[config.mk]
export PLATFORM = sky130hd
export DESIGN_NAME = isaSlaveDecoder
export DESIGN_NICKNAME = d
export VERILOG_FILES = /design/src/rtl/slvPkg.sv /design/src/rtl/slvDatapath.sv /design/src/rtl/slvCtrl.sv /design/src/rtl/isaSlaveDecoder.sv
export SDC_FILE = /design/constraint.sdc
export NUM_CORES = 1
export LEC_CHECK = 0
export BUFFER_PORTS_ARGS = -buffer_cell sky130_fd_sc_hd__buf_2
export CORE_ASPECT_RATIO = 0.8
export CORE_MARGIN = 2
export CORE_UTILIZATION = 47
export DETAILED_ROUTE_END_ITERATION = 10
export PLACE_DENSITY = 0.87
export SYNTH_ARGS = -nofsm -noshare
export SYNTH_HDL_FRONTEND = slang
export SYNTH_SLANG_ARGS = --single-unit
[constraint.sdc]
create_clock -name clk -period 2.3 [get_ports clk]
set_input_delay 0.46 -clock clk [delete_from_list [all_inputs] [get_ports clk]]
set_output_delay 0.46 -clock clk [all_outputs]
set_load 0.02 [all_outputs]
[src/rtl/slvPkg.sv]
package slvPkg;
  typedef enum logic [1:0] {
    ST_IDLE = 2'd0,
    ST_REQ  = 2'd1,
    ST_HOLD = 2'd2
  } slvState_t;

  // candidate cycle seen on the bus this clock
  typedef struct packed {
    logic valid;
    logic write;
    logic ext;
  } slvCand_t;

  // strobes from control to datapath
  typedef struct packed {
    logic captureReq;
    logic captureRsp;
  } slvStrb_t;
endpackage

[src/rtl/slvDatapath.sv]
module slvDatapath
  import slvPkg::*;
#(
  parameter int ADDR_W = 24,
  parameter int DATA_W = 16,
  parameter int TOP_W  = 3,
  parameter int EXT_W  = 5,
  localparam int SYS_AW = TOP_W + EXT_W + ADDR_W,
  localparam int BE_W   = DATA_W / 8
) (
  input  logic              clk,
  input  logic              busReset,
  input  logic              wrN,
  input  logic              rdN,
  input  logic              wrExtN,
  input  logic              rdExtN,
  input  logic              regCsN,
  input  logic              memCsN,
  input  logic              bheN,
  input  logic [TOP_W-1:0]  addrTop,
  input  logic [EXT_W-1:0]  addrExt,
  input  logic [ADDR_W-1:0] addr,
  input  logic [DATA_W-1:0] dataIn,
  input  logic              errIn,
  input  logic [DATA_W-1:0] rdataIn,
  input  slvStrb_t          strb,
  output slvCand_t          cand,
  output logic              strobesIdle,
  output logic              reqWrite,
  output logic              reqReg,
  output logic [SYS_AW-1:0] reqAddr,
  output logic [DATA_W-1:0] reqWdata,
  output logic [BE_W-1:0]   reqByteEn,
  output logic              latErr,
  output logic [DATA_W-1:0] latRdata
);
  localparam int HI_W = SYS_AW - ADDR_W;
  localparam int HALF = (BE_W + 1) / 2;

  logic csAny;
  logic [SYS_AW-1:0] nextAddr;
  logic [BE_W-1:0] nextBe;

  assign csAny = !regCsN || !memCsN;
  assign strobesIdle = wrN && rdN && wrExtN && rdExtN;

  // priority decode of the active strobes
  always_comb begin
    cand = '0;
    if (!wrExtN) begin
      cand.valid = 1'b1; cand.write = 1'b1; cand.ext = 1'b1;
    end else if (!rdExtN) begin
      cand.valid = 1'b1; cand.write = 1'b0; cand.ext = 1'b1;
    end else if (!wrN && csAny) begin
      cand.valid = 1'b1; cand.write = 1'b1; cand.ext = 1'b0;
    end else if (!rdN && csAny) begin
      cand.valid = 1'b1; cand.write = 1'b0; cand.ext = 1'b0;
    end
  end

  assign nextAddr = cand.ext ? {addrTop, addrExt, addr}
                             : {{HI_W{1'b0}}, addr};

  // low half of the lanes always, upper half only with byte-high enable
  generate
    for (genvar g = 0; g < BE_W; g++) begin : gLane
      if (g < HALF) begin : gLow
        assign nextBe[g] = 1'b1;
      end else begin : gHigh
        assign nextBe[g] = !bheN;
      end
    end
  endgenerate

  always_ff @(posedge clk) begin
    if (busReset) begin
      reqWrite  <= 1'b0;
      reqReg    <= 1'b0;
      reqAddr   <= '0;
      reqWdata  <= '0;
      reqByteEn <= '0;
      latErr    <= 1'b0;
      latRdata  <= '0;
    end else begin
      if (strb.captureReq) begin
        reqWrite  <= cand.write;
        reqReg    <= !cand.ext && !regCsN;
        reqAddr   <= nextAddr;
        reqWdata  <= dataIn;
        reqByteEn <= nextBe;
        latErr    <= 1'b0;
      end
      if (strb.captureRsp) begin
        latRdata <= rdataIn;
        latErr   <= errIn;
      end
    end
  end
endmodule

[src/rtl/slvCtrl.sv]
module slvCtrl
  import slvPkg::*;
(
  input  logic     clk,
  input  logic     busReset,
  input  slvCand_t cand,
  input  logic     strobesIdle,
  input  logic     ackIn,
  input  logic     reqWrite,
  input  logic     latErr,
  output slvStrb_t strb,
  output logic     reqValid,
  output logic     readyN,
  output logic     dataOe,
  output logic     faultN
);
  slvState_t state, stateNext;

  always_comb begin
    stateNext = state;
    strb = '0;
    unique case (state)
      ST_IDLE: if (cand.valid) begin
        stateNext = ST_REQ;
        strb.captureReq = 1'b1;
      end
      ST_REQ: if (ackIn) begin
        stateNext = ST_HOLD;
        strb.captureRsp = 1'b1;
      end
      ST_HOLD: if (strobesIdle) stateNext = ST_IDLE;
      default: stateNext = ST_IDLE;
    endcase
  end

  always_ff @(posedge clk) begin
    if (busReset) state <= ST_IDLE;
    else          state <= stateNext;
  end

  assign reqValid = (state == ST_REQ);
  assign readyN   = (state != ST_REQ);
  assign dataOe   = (state == ST_HOLD) && !reqWrite;
  assign faultN   = !((state == ST_HOLD) && latErr);
endmodule

[src/rtl/isaSlaveDecoder.sv]
module isaSlaveDecoder
  import slvPkg::*;
#(
  parameter int ADDR_W = 24,
  parameter int DATA_W = 16,
  parameter int TOP_W  = 3,
  parameter int EXT_W  = 5,
  localparam int SYS_AW = TOP_W + EXT_W + ADDR_W,
  localparam int BE_W   = DATA_W / 8
) (
  input  logic              clk,
  input  logic              busReset,
  input  logic              wrN,
  input  logic              rdN,
  input  logic              wrExtN,
  input  logic              rdExtN,
  input  logic              regCsN,
  input  logic              memCsN,
  input  logic              bheN,
  input  logic [TOP_W-1:0]  addrTop,
  input  logic [EXT_W-1:0]  addrExt,
  input  logic [ADDR_W-1:0] addr,
  input  logic [DATA_W-1:0] dataIn,
  output logic [DATA_W-1:0] dataOut,
  output logic              dataOe,
  output logic              readyN,
  output logic              faultN,
  output logic              reqValid,
  output logic              reqWrite,
  output logic              reqReg,
  output logic [SYS_AW-1:0] reqAddr,
  output logic [DATA_W-1:0] reqWdata,
  output logic [BE_W-1:0]   reqByteEn,
  input  logic              ackIn,
  input  logic              errIn,
  input  logic [DATA_W-1:0] rdataIn
);
  slvCand_t cand;
  slvStrb_t strb;
  logic strobesIdle;
  logic latErr;

  slvDatapath #(
    .ADDR_W(ADDR_W), .DATA_W(DATA_W), .TOP_W(TOP_W), .EXT_W(EXT_W)
  ) uDp (
    .clk(clk), .busReset(busReset),
    .wrN(wrN), .rdN(rdN), .wrExtN(wrExtN), .rdExtN(rdExtN),
    .regCsN(regCsN), .memCsN(memCsN), .bheN(bheN),
    .addrTop(addrTop), .addrExt(addrExt), .addr(addr), .dataIn(dataIn),
    .errIn(errIn), .rdataIn(rdataIn), .strb(strb),
    .cand(cand), .strobesIdle(strobesIdle),
    .reqWrite(reqWrite), .reqReg(reqReg), .reqAddr(reqAddr),
    .reqWdata(reqWdata), .reqByteEn(reqByteEn),
    .latErr(latErr), .latRdata(dataOut)
  );

  slvCtrl uCtrl (
    .clk(clk), .busReset(busReset),
    .cand(cand), .strobesIdle(strobesIdle), .ackIn(ackIn),
    .reqWrite(reqWrite), .latErr(latErr),
    .strb(strb), .reqValid(reqValid), .readyN(readyN),
    .dataOe(dataOe), .faultN(faultN)
  );
endmodule

==> metrics.csv, run 1 <==
metric,value,unit
outcome,finished clean,
Final TNS setup,0,ps
CTS Root Cell,clkbuf_8,
PwrDens,915,nW/um2
Iteration-0 DRC Markers,118,
Slew HR,59.9,%
Mapped Cells,319,
diode count,0,
share of cells above drive strength 1,37.5,%
Critical Path AT,1350,ps
Avg WL per Cell,12.6,um
CTS Buffer Depth,2,
final WL,6.68,mm
overall power,3300,uW
Fmax,0.552,GHz
Fillers,480,
Syn Nets,394,
post-CTS sizing,0,
Setup Skew,7.08,ps
CTS tree,yes,
drt via density,4.85,
hpwl dp,4.71,mm
crit path launch type,flop,
CP Capture Type,primary output,
initial antenna violation count,0,
register area share after synthesis,54.9,%
row count,24,
area delta synth->final,39.2,%
fin crit period,1810,ps
die width,87.0,um
largest net degree at the start of global routing,72,
Clock Latency Late Sink,340,ps
unrepaired setup endpoints after global routing,false,
main combinational cell family by area after synthesis,simple AND/OR/NAND/NOR gates,
CTS Hold Bufs,0,
Synth Area in Compound Gates,14.0,%
Storage cell area,1420,um2
area of the multi-input gates,1030,um2
synthesized cell area,2590,um2
Final Max Slew Viols,0,
crit share post-route,78.8,%
crit path max-delay cell type,dfxtp_1,
post-CTS setup buffers,0,
Max H-tree Level,3,
dpl ws,566,ps
reg-to-reg critical path endpoint,uDp.reqByteEn[1],
worst setup path start,uCtrl.state[1],
"most common cell after layout, fill and taps aside",buf_2,
"Req. time, crit path",1840,ps
worst-path cell chain,"nor2b_1, nor2b_1, buf_2",
"Reg clk slew, reported paths",70,ps
# clock sinks,71,
vias in the first global route,2368,
die area,6120,um2
Worst R2R Start,uCtrl.state[0],
via count,2567,
mux share of post-synthesis cell area,0,%
Setup Crit Path Kind,reg -> out,
R2R setup slack,730,ps
Final Wtd Congestion,0.778,
most frequent CP cell,nor2b_1,
syn avg cell area,8.11,um2
Inserted Clock Buffers,9,
Overflow after GRT,0,
Pleak,0.00177,uW
"critical path fanouts, max",4,
simple-gate share of the synthesized area,25.6,%
Layout Nets,534,
CP max stage delay,350,ps
maximum VDD drop,0.596,mV
Syn. warnings,0,
initial core utilization,48.1,%
CP Capture Point,dataOe,
cells on worst reg2reg path,5,
Port Buffers,146,
Detail Route Antenna Nets,0,
most frequent cells in the layout,"146 x buf_2, 124 x nand2_1, 71 x dfxtp_1, 59 x a21oi_1",
final setup fails,0,
# DRC,0,
Synth cell types,24,
"Hold Vio Cnt, Final",0,
core area,5380,um2
Synth Area in XOR/XNOR,0,%
die height,70.4,um
Synth Register Bits,71,
GRT Util Overall,22.5,%
Adder-Cell Fraction of Synth Area,0,%
IO Count,147,
Worst Tran Pin Value,601,ps
router iterations before antenna repair,4,
first-pass GRT wire length,10.7,mm
max cap viols,0,
final setup margin,489,ps
HP Class,in -> reg,
-- area by class of cell --
type                    count  share of cell area (%)
clock buffers              11                    4.20
clock inverters             5                    3.54
inverters                   1                   0.104
multi-input cells         225                    28.7
flip-flops and latches     71                    39.5
well taps                  65                    2.26
repair buffers            151                    21.7
-- kinds of logic (layout without fill, tap and decap cells) --
| logic type | Yosys count | in the layout |
|---|---|---|
| AO/OA/AOI/OAI | 66 | 66 |
| buffers and inverters | 23 | 168 |
| flip-flops | 71 | 71 |
| AND/OR/NAND/NOR | 159 | 159 |
-- metal layers --
metal  track usage [%]  wire length (um)  up-vias
met5                 0                 0        -
met4              6.08                53        0
met3              8.51               577        5
met2              36.1              3130      104
met1              28.1              2910     1140
li1                  -                 -     1318
-- report_power, final --
part / internal [uW] / leakage, uW / switching [uW] / total (uW)
combinational: 203 / 0.00105 / 373 / 576
clock: 890 / 0.000136 / 454 / 1340
sequential: 1330 / 0.000584 / 47.3 / 1380
total: 2420 / 0.00177 / 874 / 3300
-- worst max-delay path: cells and delay by family, from the launching register on --
family / cells / cell delay [ps]
DFF: 1 / 350
buffers and inverters: 1 / 190
and+or+nand+nor: 2 / 470
-- registers in the layout, indices dropped and copies added (netlist names) --
signal,cells
uDp.reqReg,1
uDp.latRdata,16
uDp.reqWdata,16
uDp.reqByteEn,2
uCtrl.state,2
uDp.latErr,1
uDp.reqAddr,32
uDp.reqWrite,1
-- synth_stat cells --
master     count  area (um2)
nand2_1      124         465
dfxtp_1       71        1420
a21oi_1       59         295
nand3_1       11        55.1
nand3b_1       9        67.6
clkbuf_1       8        30.0
buf_4          7        52.6
nor2_1         7        26.3
buf_2          4        20.0
buf_6          3        33.8
nand2_2        2        12.5
nor2b_1        2        12.5
a2111oi_0      1        8.76
a211oi_2       1        12.5
a22oi_2        1        12.5
a311oi_1       1        8.76
a32oi_1        1        8.76
and2_1         1        6.26
inv_2          1        3.75
nand2b_1       1        6.26
nand4_1        1        6.26
nor3_1         1        5.00
o21a_1         1        7.51
o21ai_2        1        8.76
-- worst min path at each step --
stage	start	end	slack, ps	depth (start not counted)
floorplan	uCtrl.state[1]	uCtrl.state[0]	430	1
global placement	uDp.reqAddr[6]	uDp.reqAddr[6]	440	2
detailed placement	uDp.reqWdata[9]	uDp.reqWdata[9]	440	2
CTS	bheN	uDp.reqByteEn[1]	290	2
global route	bheN	uDp.reqByteEn[1]	300	2
finish	bheN	uDp.reqByteEn[1]	310	2
-- stage by stage --
| stage | hold slack [ps] | cell area [um2] | utilization [%] | cells |
|---|---|---|---|---|
| detailed placement | 443 | 3320 | 61.8 | 513 |
| floorplan | 429 | 2590 | - | 319 |
| global placement | 438 | 3320 | 61.8 | 513 |
| finish | 307 | 3600 | 67.0 | 529 |
| global route | 295 | 3600 | 67.0 | 529 |
| CTS | 292 | 3600 | 67.0 | 529 |
Note: power is estimated with default switching activity, not from simulation.
==> run 2, diff against run 1 <==
CORE_UTILIZATION = 43   (was 47)
PLACE_DENSITY = 0.8   (was 0.87)
clock period = 1.9 ns   (was 2.3 ns; I/O delays follow)
==> run 2 against run 1 <==
Clock skew grew 1.3 ps; first-iteration DRC count shrank 21%; cell count grew 3.4%; via count grew 3.0%; hold slack lost 79 ps; flip-flop and latch count is the same; highest routed layer unchanged; count of clock-buffer cells in the layout shrank 1; sequential power grew 21%; combinational power grew 23%; register-to-register slack lost 240 ps; die area grew 8.8%.
==> metrics.csv, run 2 (synthesized netlist as in run 1, its figures left out) <==
metric,value,unit,change
Iteration-0 DRC Markers,93,,-21%
Inserted Clock Buffers,9,,unchanged
Layout Nets,537,,+0.56%
maximum VDD drop,0.546,mV,-8.4%
initial antenna violation count,0,,unchanged
Clock Power Share,29.7,%,-11 points
row count,25,,+4.2%
CP max stage delay,350,ps,about the same
Final TNS setup,0,ps,unchanged
dpl cells,532,,+3.7%
router iterations before antenna repair,4,,unchanged
final WL,6.50,mm,-2.7%
outcome,finished clean,,
crit share post-route,87.3,%,
Port Buffers,146,,unchanged
WHS,228,ps,-79.2 ps
Final Wtd Congestion,0.797,,+2.4%
die width,90.7,um,+4.3%
die height,73.4,um,+4.3%
crit path max-delay cell type,dfxtp_1,,
Setup Crit Path Kind,reg -> out,,
Worst R2R Start,uCtrl.state[0],,
CTS tree,yes,,
Reg with most FFs,uDp.reqAddr,,
via count,2644,,+3.0%
drt via density,4.83,,-0.39%
Critical Path AT,1280,ps,-70 ps
Overflow after GRT,0,,unchanged
first-pass GRT wire length,10.3,mm,-3.5%
Clock Latency Late Sink,330,ps,about the same
crit path launch type,flop,,
CP Capture Point,dataOe,,
# DRC,0,,unchanged
post-CTS setup buffers,0,,unchanged
Avg WL per Cell,11.9,um,-5.9%
Flop pwr share,49.4,%,+7.6 points
CTS Root Cell,clkbuf_8,,
final non-filler cell total,547,,+3.4%
Setup Skew,8.38,ps,+1.29 ps
diode count,0,,unchanged
flip-flop count of the largest register after layout,32,,unchanged
initial core utilization,44.2,%,-3.9 points
area delta synth->final,36.3,%,
hpwl dp,4.82,mm,+2.2%
CTS Buffer Depth,2,,unchanged
most frequent cells in the layout,"146 x buf_2, 124 x nand2_1, 71 x dfxtp_1, 59 x a21oi_1, 11 x nand3_1",,
final setup margin,241,ps,-248 ps
cells on worst reg2reg path,5,,unchanged
Top Registers,"uDp.reqAddr (32), uDp.latRdata (16), uDp.reqWdata (16)",,
R2R setup slack,490,ps,-240 ps
HP Class,in -> reg,,
most frequent CP cell,nor2b_1,,
Slew HR,61.5,%,+1.6 points
die area,6660,um2,+8.8%
"most common cell after layout, fill and taps aside",buf_2,,
core area,5850,um2,+8.8%
fin crit period,1660,ps,
vias in the first global route,2338,,-1.3%
"Reg clk slew, reported paths",70,ps,about the same
Final Max Slew Viols,0,,unchanged
Pleak,0.00174,uW,-1.7%
IO Count,147,,unchanged
GRT Util Overall,19.4,%,-3.1 points
Fmax,0.603,GHz,
P_int,2360,uW,-2.7%
share of total power in combinational logic,20.9,%,+3.4 points
reg-to-reg critical path endpoint,uDp.latRdata[0],,
worst setup path start,uCtrl.state[1],,
post-CTS sizing,0,,unchanged
unrepaired setup endpoints after global routing,false,,
max cap viols,0,,unchanged
dpl ws,238,ps,-329 ps
"critical path fanouts, max",4,,unchanged
worst-path cell chain,"nor2b_1, nor2b_1, buf_2",,
Sw Pwr,1020,uW,+17%
share of cells above drive strength 1,37.8,%,+0.27 points
final core utilization,60.3,%,-6.7 points
"Req. time, crit path",1520,ps,-320 ps
final setup fails,0,,unchanged
# clock sinks,71,,unchanged
Max H-tree Level,3,,unchanged
largest net degree at the start of global routing,32,,-56%
Detail Route Antenna Nets,0,,unchanged
Worst Tran Pin Value,577,ps,-24.1 ps
CP Capture Type,primary output,,
CTS Hold Bufs,0,,unchanged
PwrDens,957,nW/um2,+4.6%
"Hold Vio Cnt, Final",0,,unchanged
Switching Share,30.2,%,+3.7 points
[run 2: worst min-delay path by stage]
stage | start | cells after the start | slack (ps) | endpoint
CTS | bheN | 2 | 210 | uDp.reqByteEn[1]
detailed placement | uDp.reqAddr[20] | 2 | 440 | uDp.reqAddr[20]
global route | bheN | 2 | 210 | uDp.reqByteEn[1]
global placement | uDp.latRdata[14] | 2 | 440 | uDp.latRdata[14]
finish | bheN | 2 | 230 | uDp.reqByteEn[1]
floorplan | uCtrl.state[1] | 1 | 430 | uCtrl.state[0]
[run 2: per-layer routing]
layer / routed length, um / GRT usage, % / vias to the layer above
met1: 2870 / 23.2 / 1200
met3: 530 / 7.28 / 9
met2: 3020 / 32.3 / 111
li1: - / - / 1324
met4: 74 / 7.01 / 0
met5: 0 / 0 / -
[run 2: through the flow]
stage,total power (uW),instance area [um2]
3_3_place_gp,2400,3360
6_report,3380,3530
2_1_floorplan,2160,2590
4_1_cts,3430,3530
3_5_place_dp,2410,3360
5_1_grt,3570,3530
[run 2: power groups by stage]
stage	Combinational, uW	Clock, uW	Sequential [uW]
5_1_grt	773	1120	1680
3_3_place_gp	699	0	1700
2_1_floorplan	313	0	1840
3_5_place_dp	710	0	1700
6_report	706	1000	1670
4_1_cts	713	1040	1670
[run 2: critical path, delay by kind of cell (launching register included)]
| family | cells | cell delay, ps |
|---|---|---|
| simple gates | 2 | 420 |
| flops | 1 | 350 |
| buf+inv | 1 | 180 |
[run 2: cell type report]
cell class	instances	area (um2)
clock buffers	10	138
clock inverters	5	25.0
fillers	569	2320
inverters	1	3.75
multi-input cells	225	1030
flip-flops and latches	71	1420
well taps	81	101
repair buffers	154	803
